File: src/rtl/cfgspace_pkg.sv
// Package: constants and helpers shared by the configuration register file.
// Assumes dword indices are counted from configuration offset 00h.
package cfgspace_pkg;

    localparam int IDX_W      = 7;   // 6 index bits plus an out-of-range flag
    localparam int DW_IDENT   = 0;   // device and vendor identification
    localparam int DW_COMMAND = 1;   // command and status
    localparam int DW_CLASS   = 2;   // class code and revision
    localparam int DW_LATENCY = 3;   // latency timer lives in byte 1
    localparam int DW_BAR0    = 4;   // first base address register
    localparam int MAX_BARS   = 6;

    // Merge new data into an old dword under active-low byte enables.
    function automatic logic [31:0] merge_bytes(input logic [31:0] old_v,
                                                input logic [31:0] new_v,
                                                input logic [3:0]  be_n);
        logic [31:0] res;
        for (int k = 0; k < 4; k++) begin
            res[8*k +: 8] = be_n[k] ? old_v[8*k +: 8] : new_v[8*k +: 8];
        end
        return res;
    endfunction

endpackage

File: src/rtl/cfg_index_tracker.sv
// Dword index tracker.
// Loads the dword index from address bits [7:2] at the start of a
// transaction and records whether the cycle is Type 0 (bits [1:0] == 00).
// Advances the index on each data strobe and saturates at 64, which marks
// an out-of-range index. Assumes the start pulse and the data strobe never
// share a cycle.
module cfg_index_tracker
    import cfgspace_pkg::*;
(
    input  logic             clk,
    input  logic             rst_n,
    input  logic             start,
    input  logic             step,
    input  logic [7:0]       addr_lo,
    output logic [IDX_W-1:0] idx,
    output logic             is_type0
);

    // Load, advance or hold the index and the Type 0 flag.
    always_ff @(posedge clk) begin
        if (!rst_n) begin
            idx      <= '0;
            is_type0 <= 1'b0;
        end else if (start) begin
            idx      <= {1'b0, addr_lo[7:2]};
            is_type0 <= (addr_lo[1:0] == 2'b00);
        end else if (step && !idx[IDX_W-1]) begin
            idx <= idx + 1'b1;
        end
    end

endmodule

File: src/rtl/cfg_bar_slot.sv
// One Base Address Register.
// Holds the writable address bits above the decoded size. Bits below the
// size are kept at zero, and bit 0 reports the space type (1 = I/O).
// Assumes SIZE_LOG2 >= 4 for memory space and >= 2 for I/O space.
module cfg_bar_slot
    import cfgspace_pkg::*;
#(
    parameter int   SIZE_LOG2 = 12,
    parameter logic IS_IO     = 1'b0
) (
    input  logic        clk,
    input  logic        rst_n,
    input  logic        wr_en,
    input  logic [31:0] wdata,
    input  logic [3:0]  be_n,
    output logic [31:0] value
);

    localparam logic [31:0] ADDR_MASK = ~((32'h1 << SIZE_LOG2) - 32'h1);
    localparam logic [31:0] TYPE_BITS = {31'b0, IS_IO};

    logic [31:0] base_q;

    // Store only the address bits the size leaves writable.
    always_ff @(posedge clk) begin
        if (!rst_n) begin
            base_q <= '0;
        end else if (wr_en) begin
            base_q <= merge_bytes(value, wdata, be_n) & ADDR_MASK;
        end
    end

    // Readback combines the base with the fixed type bits.
    always_comb begin
        value = base_q | TYPE_BITS;
    end

endmodule

File: src/rtl/cfg_type0_regfile.sv
// Type 0 configuration register file for a PCI target back end.
// Decodes per-dword write strobes from the configuration-write flag and the
// data strobe. Holds the Command enables, the Latency Timer and NUM_BAR BARs,
// and multiplexes read data by dword index. BAR n uses the 5-bit field n of
// BAR_SIZE_LOG2 and bit n of BAR_IS_IO. Assumes the core raises the
// transaction flags only after the address pulse.
module cfg_type0_regfile
    import cfgspace_pkg::*;
#(
    parameter logic [15:0]          VENDOR_ID     = 16'hC0DE,
    parameter logic [15:0]          DEVICE_ID     = 16'h5A31,
    parameter logic [23:0]          CLASS_CODE    = 24'h118000,
    parameter logic [7:0]           REVISION_ID   = 8'h02,
    parameter int                   NUM_BAR       = 3,
    parameter logic [NUM_BAR*5-1:0] BAR_SIZE_LOG2 = {5'd20, 5'd8, 5'd12},
    parameter logic [NUM_BAR-1:0]   BAR_IS_IO     = 3'b010
) (
    input  logic                 clk,
    input  logic                 rst_n,
    input  logic [31:0]          tgt_ad,
    input  logic [3:0]           tgt_cbe_n,
    input  logic                 tgt_addr_valid,
    input  logic                 tgt_addr_inc,
    input  logic                 cfg_wr_active,
    input  logic                 cfg_rd_active,
    output logic [31:0]          cfg_rd_data,
    output logic                 mem_space_en,
    output logic                 io_space_en,
    output logic [7:0]           lat_timer,
    output logic [NUM_BAR*32-1:0] bar_base
);

    localparam logic [IDX_W-1:0] IDX_CMD = IDX_W'(DW_COMMAND);
    localparam logic [IDX_W-1:0] IDX_LAT = IDX_W'(DW_LATENCY);

    logic [IDX_W-1:0] cur_idx;
    logic             cur_type0;
    logic             wr_stb;
    logic [1:0]       cmd_q;
    logic [7:0]       lat_q;
    logic [31:0]      rd_mux;

    // Track the addressed dword through the transaction.
    cfg_index_tracker u_index (
        .clk      (clk),
        .rst_n    (rst_n),
        .start    (tgt_addr_valid),
        .step     (tgt_addr_inc),
        .addr_lo  (tgt_ad[7:0]),
        .idx      (cur_idx),
        .is_type0 (cur_type0)
    );

    // Qualified write strobe: config write, data phase, Type 0, in range.
    always_comb begin
        wr_stb = cfg_wr_active && tgt_addr_inc && cur_type0 && !cur_idx[IDX_W-1];
    end

    // Command register: keep only the two space-enable bits from byte lane 0.
    always_ff @(posedge clk) begin
        if (!rst_n) begin
            cmd_q <= 2'b00;
        end else if (wr_stb && cur_idx == IDX_CMD && !tgt_cbe_n[0]) begin
            cmd_q <= tgt_ad[1:0];
        end
    end

    // Latency Timer: byte lane 1 of its dword.
    always_ff @(posedge clk) begin
        if (!rst_n) begin
            lat_q <= 8'h00;
        end else if (wr_stb && cur_idx == IDX_LAT && !tgt_cbe_n[1]) begin
            lat_q <= tgt_ad[15:8];
        end
    end

    // One BAR slot per configured BAR, each with its own write decode.
    for (genvar g = 0; g < NUM_BAR; g++) begin : g_bar
        localparam int SZ = int'(BAR_SIZE_LOG2[g*5 +: 5]);
        logic bar_wr;

        always_comb begin
            bar_wr = wr_stb && (cur_idx == IDX_W'(DW_BAR0 + g));
        end

        cfg_bar_slot #(
            .SIZE_LOG2 (SZ),
            .IS_IO     (BAR_IS_IO[g])
        ) u_bar (
            .clk   (clk),
            .rst_n (rst_n),
            .wr_en (bar_wr),
            .wdata (tgt_ad),
            .be_n  (tgt_cbe_n),
            .value (bar_base[g*32 +: 32])
        );
    end

    // Read multiplexer over the implemented dwords; all others read zero.
    always_comb begin
        rd_mux = '0;
        if (cur_idx == IDX_W'(DW_IDENT)) begin
            rd_mux = {DEVICE_ID, VENDOR_ID};
        end else if (cur_idx == IDX_CMD) begin
            rd_mux = {30'b0, cmd_q};
        end else if (cur_idx == IDX_W'(DW_CLASS)) begin
            rd_mux = {CLASS_CODE, REVISION_ID};
        end else if (cur_idx == IDX_LAT) begin
            rd_mux = {16'b0, lat_q, 8'b0};
        end else begin
            for (int i = 0; i < NUM_BAR; i++) begin
                if (cur_idx == IDX_W'(DW_BAR0 + i)) begin
                    rd_mux = bar_base[i*32 +: 32];
                end
            end
        end
    end

    // Gate the read bus with the read flag and the Type 0 qualifier.
    always_comb begin
        cfg_rd_data = (cfg_rd_active && cur_type0) ? rd_mux : 32'h0;
    end

    // Drive the exported controls.
    always_comb begin
        mem_space_en = cmd_q[1];
        io_space_en  = cmd_q[0];
        lat_timer    = lat_q;
    end

endmodule

File: config.mk
export PLATFORM = sky130hd
export DESIGN_NAME = cfg_type0_regfile
export DESIGN_NICKNAME = d
export VERILOG_FILES = /design/src/rtl/cfgspace_pkg.sv /design/src/rtl/cfg_index_tracker.sv /design/src/rtl/cfg_bar_slot.sv /design/src/rtl/cfg_type0_regfile.sv
export SDC_FILE = /design/constraint.sdc
export NUM_CORES = 1
export LEC_CHECK = 0
export BUFFER_PORTS_ARGS = -buffer_cell sky130_fd_sc_hd__buf_4
export CAP_MARGIN = 10
export CORE_ASPECT_RATIO = 1.5
export CORE_UTILIZATION = 52
export DETAILED_ROUTE_END_ITERATION = 6
export PLACE_DENSITY = 0.95
export SETUP_SLACK_MARGIN = 0.3
export SYNTH_ARGS = -nofsm -noshare
export SYNTH_HDL_FRONTEND = slang
export SYNTH_SLANG_ARGS = --single-unit
File: constraint.sdc
create_clock -name clk -period 2.95 [get_ports clk]
set_input_delay 0 -clock clk [delete_from_list [all_inputs] [get_ports clk]]
set_output_delay 0 -clock clk [all_outputs]
set_load 0.005 [all_outputs]
==> impl_results.md, run 1 <==
- Worst-path clk slew: 0.06 ns
- Post-synth top area share: 35.08%
- Netlist cell types: 44
- Overflow after GRT: 0
- Leak: 2.809 nW
- Worst hold path type: input pin to flop
- Worst EP arrival: 2.48 ns
- Met2 usage: 53.10%
- Share of layout cells above drive strength 1: 26.60%
- Root buf cell: clkbuf_16
- Reg power frac: 40.6%
- Pre-antenna DRT Iters: 5
- Combinational share of power: 11.9%
- Area taken by flip-flops and latches: 1481 um^2
- Buffers added on ports: 138
- Clock share of power: 47.5%
- P_int: 1.887 mW
- Post-synthesis instance total: 508
- Final Wtd Congestion: 0.8412
- Post-route minimum period: 2.478 ns
- Die height: 112.4 um
- RSZ-0062 raised after global routing: no
- Final instance area: 5761 um^2
- Final setup fails: 0
- M1 GR Usage: 32.97%
- CTS buffer count: 9
- Sw Ratio: 24.85%
- DRC: 0
- WL/cell: 16.85 um
- Via density: 5.639
- Post-route insts no fill: 760
- Setup TNS: 0 ns
- # IOs: 180
- Clk sinks: 74
- Max VDD drop: 0.3542 mV
- Critical path's largest stage delay: 0.64 ns
- CTS HTree Levels: 3
- Max_slew headroom: 35.72%
- Die Wd: 75.58 um
- Crit path max fanout: 18
- Critical Path Start Type: flop
- Global-route wire length before repair: 20,080 um
- N_diodes: 0
- Yosys warns: 0
- Met3 Use GR: 6.373%
- Fin. Hold Viols: 0
- Clk_lat worst skew: 0.35 ns
- Layout net count: 699
- Worst-margin pin slew: 0.9642 ns
- WP buf/inv: 3
- Number of synthesized flops with an enable pin: 0
- CTS max path bufs: 2
- Worst Skew: 0.006074 ns
- Gr busiest metal: met2
- Fin worst setup slack: 0.4721 ns
- Hold slack: 0.008208 ns
- Gr usage total: 31.17%
- Max-slew violations: 0
- Die ar.: 8493 um^2
- Main synth FF type: dfxtp_1
- Layout fillers: 531
- Initial drt markers: 390
- Area grow syn2layout: 36.41%
- Initial Util: 54.43%
- Crit end category: primary output
- Register area share after synthesis: 35.08%
- FMAX: 403.6 MHz
- Routed Antenna Nets: 0
- Switching pwr: 0.6240 mW
- Antenna violations before repair: 0
- Vias: 4,286
- Synth Area per Inst: 8.313 um^2
- Post-synth top area cell: dfxtp_1
- Delay-heaviest family, CP: buffers and inverters
- Vias in the first global route: 4,197
- Setup CP Type: flop to primary output
- Run status: completed
- Critical path, cell by cell: inv_1 -> ha_1 -> buf_4 -> a211oi_1 -> nor4b_1 -> buf_4
- Maxcap violations: 0
- CTS tree: yes
- Multi-input gate area: 2414 um^2
- Slowest CP cell: ha_1
- Main area contributors after synthesis: dfxtp_1, mux2i_1, nand2_1
- P per Cell Area: 436.0 nW/um^2
- Site Rows: 39
- Worst path most repeated cell: buf_4
- Post-Syn Area: 4223 um^2
- Setup Buffers After CTS: 0
- Flops & latches, synth: 74
- Largest net degree at the start of global routing: 100
- Detailed-placement wirelength estimate: 8290 um
- Placed inst area: 5115 um^2
- Post-Place Setup Slack: 0.6935 ns
- Post-placement cell count: 713
- Worst EP required: 2.95 ns
- Core outline area: 7759 um^2
- Asr flop ratio synth: 0%
- Tcrit/Tclk final: 84.00%
- Detailed-route wire length: 12,810 um
==> power by group through the flow <==
stage / combinational [mW] / clock, mW / sequential (mW)
after floorplan: 0.208 / 0 / 1.03
after global placement: 0.243 / 0 / 1.04
after CTS: 0.288 / 1.18 / 1.02
final: 0.299 / 1.19 / 1.02
after global routing: 0.326 / 1.22 / 1.02
after detailed placement: 0.251 / 0 / 1.04
==> layer usage <==
metal  share of wire (%)  up-vias  wire (um)
met1                  36     2025       4596
met2                  52      243       6721
met3                 6.4       57        824
met4                 5.2        0        662
met5                   0        -          0
li1                    -     1961          -
==> area by class of cell <==
type	count	share of cell area [%]
flip-flops and latches	74	25.72
repair buffers	175	24.15
multi-input cells	386	41.90
clock buffers	11	4.214
well taps	102	2.215
clock inverters	5	1.347
inverters	7	0.4561
==> cell usage after synthesis, drive strengths merged, types with 2 or more instances <==
cell	count
conb	2
dfxtp	74
nor4	3
inv	7
and3	3
or3	3
o21ai	12
nand3b	15
nor3	3
nand4	12
a31oi	3
a2111o	4
a21oi	23
o211a	2
nand4b	2
a221o	2
nor2	5
a21o	5
ha	4
clkbuf	29
nor2b	13
xnor2	2
a211o	2
mux2i	67
nand3	12
nand2b	8
a31o	6
buf	51
nand2	120
a211oi	5
==> worst paths after layout <==
path	start	to	slack, ns	cells after the start
hold / removal	tgt_ad[31]	g_bar[2].u_bar.value[31]$_SDFFE_PN0P_	0.008	3
hold reg to reg	g_bar[0].u_bar.value[17]$_SDFFE_PN0P_	g_bar[0].u_bar.value[17]$_SDFFE_PN0P_	0.48	2
setup reg to reg	u_index.idx[6]$_SDFFE_PP0P_	lat_timer[3]$_SDFFE_PN0P_	0.64	3
setup / recovery	u_index.idx[0]$_SDFFE_PN0P_	cfg_rd_data[1]	0.47	6
==> cell usage in the layout (no fill, tap or decap), types with 2 or more instances in the layout <==
cell	count
bufinv_16	2
and3_1	3
a211oi_1	5
a31o_2	6
nand2b_1	8
ha_1	3
xnor2_1	2
a221o_1	2
a21oi_1	23
nand2_1	120
nor3_1	3
nor2b_1	13
a2111o_1	4
dlygate4sd3_1	31
nand3b_1	15
nand4_2	6
dfxtp_1	74
nor2_1	5
buf_4	144
conb_1	41
clkbuf_16	9
nand4b_1	2
inv_1	7
a211o_1	2
nand4_1	6
nor4_4	2
a31oi_1	3
mux2i_1	67
o211a_1	2
o21ai_0	12
nand3_1	12
a21o_1	5
clkinv_2	2
or3_1	3
==> logic make-up after synthesis <==
| group | count (synthesis) | synth area share, % |
|---|---|---|
| flops | 74 | 35.08 |
| compound gates | 69 | 11.11 |
| buf+inv | 87 | 11.85 |
| mux | 67 | 15.88 |
| xor+xnor | 2 | 0.4149 |
| fa+ha+maj | 4 | 1.185 |
| simple gates | 203 | 24.30 |
| other cells | 2 | 0.1778 |
==> through the flow <==
step                total power [mW]  utilization, %
floorplan                      1.242               -
global placement               1.282           65.92
detailed placement             1.291           65.92
CTS                            2.489           74.05
global route                   2.565           74.25
finish                         2.511           74.25
==> tightest hold or removal path: cells and delay by family <==
family / cells / cell delay, ns
mux: 1 / 0.13
simple gates: 1 / 0.08
buf+inv: 1 / 0.09
==> sequential cells by signal (all words and copies together), names as in the netlist <==
| signal | cells |
|---|---|
| u_index.is_type0 | 1 |
| cmd_q | 2 |
| g_bar.u_bar.value | 32 |
| u_index.idx | 7 |
| g_bar.u_bar.base_q | 24 |
| lat_timer | 8 |
==> repair_timing <==
action,in CTS,in global routing
endpoints found under the hold margin,66,0
hold buffers,31,0
setup endpoints to repair,0,7
gates resized for setup,0,2
Note: power is estimated with default switching activity, not from simulation.
==> inputs of run 2 (changes only) <==
- CORE_UTILIZATION: 52 -> 44
- PLACE_DENSITY: 0.95 -> 0.88
- clock period: 2.95 -> 2.2 ns (I/O delays scaled with it)
==> run 2 against run 1 <==
Compared with the run above:
- critical path depth fell by 2
- setup slack worse by 0.23 ns
- via count rose by 1.4%
- die area grew 18%
- cell count is 4.9% higher
- power up 37%
- combinational power increased by 88%
- first-iteration DRC count decreased by 53%
- register-to-register slack got worse by 0.34 ns
- clock power increased by 27%
- design area up 9.8%
- sequential share of layout area decreased by 2.1 points
- largest cell class unchanged
- largest power group unchanged
- highest routed layer unchanged
==> impl_results.md, run 2 (synthesis gave the netlist of run 1 again) <==
- Site Rows: 43
- Share of layout cells above drive strength 1: 34.16%
- Delay-heaviest family, CP: simple AND/OR/NAND/NOR gates
- Detailed-placement wirelength estimate: 8782 um
- Final Wtd Congestion: 0.8260
- Worst hold path type: input pin to flop
- Leading cell types in the layout, fill and taps excluded: buf_4, nand2_1, dfxtp_1, mux2i_1, conb_1
- CTS max path bufs: 2
- Max FFs per register: 32
- # IOs: 180
- Max-slew violations: 0
- Hold Path Sink: cmd_q[1]$_SDFFE_PN0P_
- R2r setup slk: 0.30 ns
- Die Wd: 81.99 um
- Placed inst area: 5192 um^2
- Clk_lat worst skew: 0.34 ns
- Setup CP Type: flop to primary output
- Worst Skew: 0.006216 ns
- Core outline area: 9308 um^2
- RR Endpoint: cmd_q[0]$_SDFFE_PN0P_
- Max_slew headroom: 57.30%
- Vias in the first global route: 4,044
- Final instance area: 6322 um^2
- Crit path max fanout: 7
- WL/cell: 16.97 um
- Clock share of power: 43.9%
- Layout net count: 726
- Critical Path Start Type: flop
- Buffers added on ports: 138
- Hold path start: tgt_cbe_n[0]
- Fin worst setup slack: 0.2465 ns
- RR Startpoint: u_index.idx[3]$_SDFFE_PN0P_
- Worst-path clk slew: 0.06 ns
- Clk sinks: 74
- Run status: completed
- RSZ-0062 raised after global routing: yes
- CTS tree: yes
- Initial drt markers: 184
- N_diodes: 0
- Overflow after GRT: 0
- Worst EP arrival: 1.95 ns
- Top Layer Used: met4
- Gr usage total: 26.91%
- Switching pwr: 0.8949 mW
- Sw Ratio: 26.00%
- Post-route minimum period: 1.954 ns
- Leak: 3.013 nW
- FMAX: 511.9 MHz
- P_int: 2.548 mW
- Global-route wire length before repair: 20,200 um
- Root buf cell: clkbuf_16
- Worst EP required: 2.20 ns
- Largest net degree at the start of global routing: 54
- Critical path, cell by cell: or4_4 -> a2111o_1 -> a21oi_2 -> buf_4
- Crit end category: primary output
- Area grow syn2layout: 49.72%
- DRT met1 WL: 4891 um
- Antenna violations before repair: 0
- WP buf/inv: 1
- WHS Path Cells: 4
- Via density: 5.454
- CTS buffer count: 9
- Path depth of the worst reg2reg path: 3
- Initial Util: 45.37%
- Pre-antenna DRT Iters: 4
- Met2 wire len: 7395 um
- Reg power frac: 39.7%
- Met3 Routed Length: 942 um
- CTS HTree Levels: 3
- Maxcap violations: 0
- Worst-margin pin slew: 0.6346 ns
- Crit path from: u_index.idx[3]$_SDFFE_PN0P_
- Die ar.: 10,000 um^2
- Combinational share of power: 16.3%
- Final setup fails: 0
- Fin util: 67.93%
- Slowest CP cell: or4_4
- Leading cell type in the layout, fill and taps excluded: buf_4
- Vias: 4,347
- Setup TNS: 0 ns
- Tcrit/Tclk final: 88.80%
- Max VDD drop: 0.4813 mV
- DRC: 0
- P per Cell Area: 544.5 nW/um^2
- Routed Antenna Nets: 0
- Die height: 122.0 um
- Detailed-route wire length: 13,530 um
- Fin. Hold Viols: 0
- Post-Place Setup Slack: 0.2078 ns
- Critical path's largest stage delay: 0.62 ns
[run 2: changes by cell type in the layout (fill, tap and decap cells not counted), moves of 5 or more]
cell,delta
dfxtp_1,-5
a21oi_1,-10
buf_12,+9
buf_4,+10
a21oi_2,+10
[run 2: worst max-delay path by stage]
| stage | slack (ns) | cells past startpoint | to |
|---|---|---|---|
| floorplan | 0.30 | 4 | cfg_rd_data[3] |
| global placement | 0.22 | 3 | cmd_q[1]$_SDFFE_PN0P_ |
| detailed placement | 0.21 | 3 | cmd_q[0]$_SDFFE_PN0P_ |
| CTS | 0.27 | 5 | cfg_rd_data[11] |
| global route | 0.20 | 4 | cfg_rd_data[15] |
| finish | 0.25 | 4 | cfg_rd_data[15] |
[run 2: final cells by class]
| cell class | instances | area, um^2 |
|---|---|---|
| Multi-Input combinational cell | 387 | 2616 |
| Clock inverter | 5 | 52.55 |
| Timing Repair Buffer | 201 | 1737 |
| Tap cell | 112 | 140.1 |
| Fill cell | 732 | 2985 |
| Sequential cell | 74 | 1493 |
| Clock buffer | 11 | 252.7 |
| Inverter | 7 | 31.28 |
[run 2: what timing repair did]
item / CTS / global route
gates cloned: 1 / 1
pin swaps: 6 / 4
resized for setup: 45 / 31
buffers inserted: 8 / 8
endpoints found under the setup margin: 67 / 34
hold buffers: 33 / 0
endpoints found under the hold margin: 69 / 0
[run 2: through the flow]
| stage | hold slack (ns) | power (mW) | instances |
|---|---|---|---|
| after floorplan | 0.1421 | 1.665 | 547 |
| after global placement | 0.2729 | 1.742 | 730 |
| after detailed placement | 0.2768 | 1.751 | 730 |
| after CTS | 0.1018 | 3.364 | 788 |
| after global routing | 0.1323 | 3.541 | 797 |
| final | 0.1146 | 3.442 | 797 |
[run 2: tightest hold or removal path: stages]
cell and delay (ns):
buf_4 0.10, nand2b_1 0.10, nor4_1 0.08, mux2i_1 0.13
[run 2: power by group through the flow]
stage | logic [mW] | registers, mW | clock network (mW)
after floorplan | 0.278 | 1.39 | 0
after global placement | 0.350 | 1.39 | 0
after detailed placement | 0.359 | 1.39 | 0
after CTS | 0.491 | 1.37 | 1.51
after global routing | 0.602 | 1.37 | 1.57
final | 0.562 | 1.37 | 1.51
[run 2: routing by layer]
layer	vias up	track usage, %
li1	2013	-
met1	2080	29.15
met2	226	48.45
met3	28	5.094
met4	0	13.16
met5	-	0
==> inputs of run 3 (changes only) <==
- CORE_UTILIZATION: 44 -> 45
- CTS_BUF_LIST: not set -> sky130_fd_sc_hd__clkbuf_8
- HOLD_SLACK_MARGIN: not set -> 0.08
- PLACE_DENSITY: 0.88 -> 0.89
- SKIP_LAST_GASP: not set -> 1
==> run 3 against run 2 <==
Compared with the run above:
- sequential cell count stayed put
- highest routed layer unchanged
- fmax fell by 5.0%
- die area decreased by 2.2%
- power decreased by 11%
- critical endpoint is now cfg_rd_data[12]
- routed wire length is 0.16% higher
- sequential power hardly changed
- global-route usage is essentially flat
- largest power group is now sequential cells
==> impl_results.md, run 3 (synthesis gave the netlist of run 1 again) <==
- Initial drt markers: 242
- Root buf cell: clkbuf_8
- Worst path most repeated cell: buf_4
- Pre-antenna DRT Iters: 5
- N_diodes: 0
- Worst hold path type: input pin to flop
- Via density: 5.501
- Die height: 120.6 um
- Sw Ratio: 27.46%
- Clk_lat worst skew: 0.34 ns
- Clk sinks: 74
- Clock share of power: 37.8%
- CTS tree: yes
- Vias: 4,373
- Met2 wire len: 7281 um
- Worst Skew: 0.006453 ns
- Overflow after GRT: 0
- Max FFs per register: 32
- Crit path max fanout: 6
- FMAX: 486.2 MHz
- P_int: 2.229 mW
- Worst-margin pin slew: 0.5263 ns
- Setup CP Type: flop to primary output
- Critical path's largest stage delay: 0.57 ns
- Detailed-placement wirelength estimate: 8772 um
- Leak: 2.961 nW
- WL/cell: 17.04 um
- Critical path, cell by cell: or4_4 -> buf_4 -> a2111o_1 -> a21oi_2 -> buf_4
- Initial Util: 46.99%
- Delay-heaviest family, CP: simple AND/OR/NAND/NOR gates
- Die Wd: 81.10 um
- Crit end category: primary output
- Critical Path Start Type: flop
- Detailed-route wire length: 13,550 um
- Max_slew headroom: 64.87%
- Final setup fails: 0
- Max-slew violations: 0
- WP buf/inv: 2
- # IOs: 180
- Largest net degree at the start of global routing: 51
- Post-route minimum period: 2.057 ns
- Gr usage total: 26.94%
- CTS buffer count: 9
- Layout net count: 726
- Antenna violations before repair: 0
- Setup TNS: 0 ns
- Run status: completed
- Fin. Hold Viols: 0
- Leading cell type in the layout, fill and taps excluded: buf_4
- DRT met1 WL: 5110 um
- Buffers added on ports: 138
- Switching pwr: 0.8438 mW
- Placed inst area: 5202 um^2
- Share of layout cells above drive strength 1: 34.60%
- RSZ-0062 raised after global routing: yes
- Reg power frac: 44.4%
- CTS HTree Levels: 3
- Maxcap violations: 0
- Vias in the first global route: 4,101
- Tcrit/Tclk final: 93.49%
- Max VDD drop: 0.3718 mV
- Slowest CP cell: or4_4
- Die ar.: 9783 um^2
- Final instance area: 6259 um^2
- Area grow syn2layout: 48.21%
- Worst EP required: 2.20 ns
- Worst-path clk slew: 0.08 ns
- DRC: 0
- Global-route wire length before repair: 20,090 um
- Fin util: 69.65%
- Routed Antenna Nets: 0
- Top Layer Used: met4
- Leading cell types in the layout, fill and taps excluded: buf_4, nand2_1, dfxtp_1, mux2i_1, conb_1
- Core outline area: 8986 um^2
- P per Cell Area: 490.9 nW/um^2
- Worst EP arrival: 2.06 ns
- Met3 Routed Length: 829 um
- Layout fillers: 659
- Combinational share of power: 17.8%
- CTS max path bufs: 2
- Final Wtd Congestion: 0.8388
- Site Rows: 42
-- run 3: cell count changes in the layout (fill, tap and decap cells not counted), moves of 4 or more --
cell / previous run / this run
clkbuf_8: 2 / 9
buf_12: 9 / 4
buf_6: 4 / 15
clkbuf_16: 10 / 1
o21ai_1: 4 / 0
o21ai_0: 8 / 12
buf_4: 154 / 145
-- run 3: worst register-to-register path, stage by stage, from the launching register on --
cell and delay, ns:
dfxtp_4 0.37, or4_4 0.57, buf_6 0.16, buf_4 0.15, nor4_4 0.32, mux2i_1 0.26
-- run 3: final cells by class --
type                       count  area [um^2]  share of cell area (%)
clock buffer                   9        123.9                   1.979
sequential                    74         1498                   23.93
clock inverter                 7        93.84                   1.499
tap                          110        137.6                   2.199
inverter                       7        31.28                  0.4998
multi-input combinational    386         2636                   42.12
timing repair buffer         202         1738                   27.77
-- run 3: worst paths after layout --
| kind | from | to | slack [ns] | depth (start not counted) |
|---|---|---|---|---|
| worst min-delay path | tgt_cbe_n[1] | lat_timer[3]$_SDFFE_PN0P_ | 0.14 | 4 |
| worst max-delay path | u_index.idx[5]$_SDFFE_PN0P_ | cfg_rd_data[12] | 0.14 | 5 |
| worst min register to register | g_bar[2].u_bar.value[30]$_SDFFE_PN0P_ | g_bar[2].u_bar.value[30]$_SDFFE_PN0P_ | 0.48 | 2 |
| worst max register to register | u_index.idx[5]$_SDFFE_PN0P_ | cmd_q[1]$_SDFFE_PN0P_ | 0.29 | 5 |
-- run 3: timing repair --
action	in CTS	in global routing
pin swaps	3	13
hold buffers	34	0
resized for setup	40	43
gates cloned	3	1
buffers inserted	10	2
hold endpoints to repair	74	0
setup endpoints to repair	51	41
-- run 3: power groups by stage --
stage                     combinational [mW]  clock (mW)  sequential [mW]
after global routing                   0.587        1.24             1.37
after detailed placement               0.364           0             1.39
after CTS                              0.486        1.18             1.36
after global placement                 0.356           0             1.39
after floorplan                        0.278           0             1.39
final                                  0.547        1.16             1.36
-- run 3: layer usage --
layer / up-vias / track usage (%)
met1: 2082 / 29.69
met4: 0 / 13.73
met3: 33 / 4.604
met5: - / 0
met2: 239 / 48.06
li1: 2019 / -
-- run 3: through the flow --
stage | instances | hold WS [ns] | setup WS [ns] | power (mW)
final | 795 | 0.1364 | 0.1432 | 3.073
after global routing | 795 | 0.1257 | 0.09081 | 3.196
after CTS | 792 | 0.08568 | 0.1739 | 3.025
after detailed placement | 729 | 0.2881 | 0.2515 | 1.757
after global placement | 729 | 0.2797 | 0.3565 | 1.748
after floorplan | 547 | 0.1421 | 0.3005 | 1.665
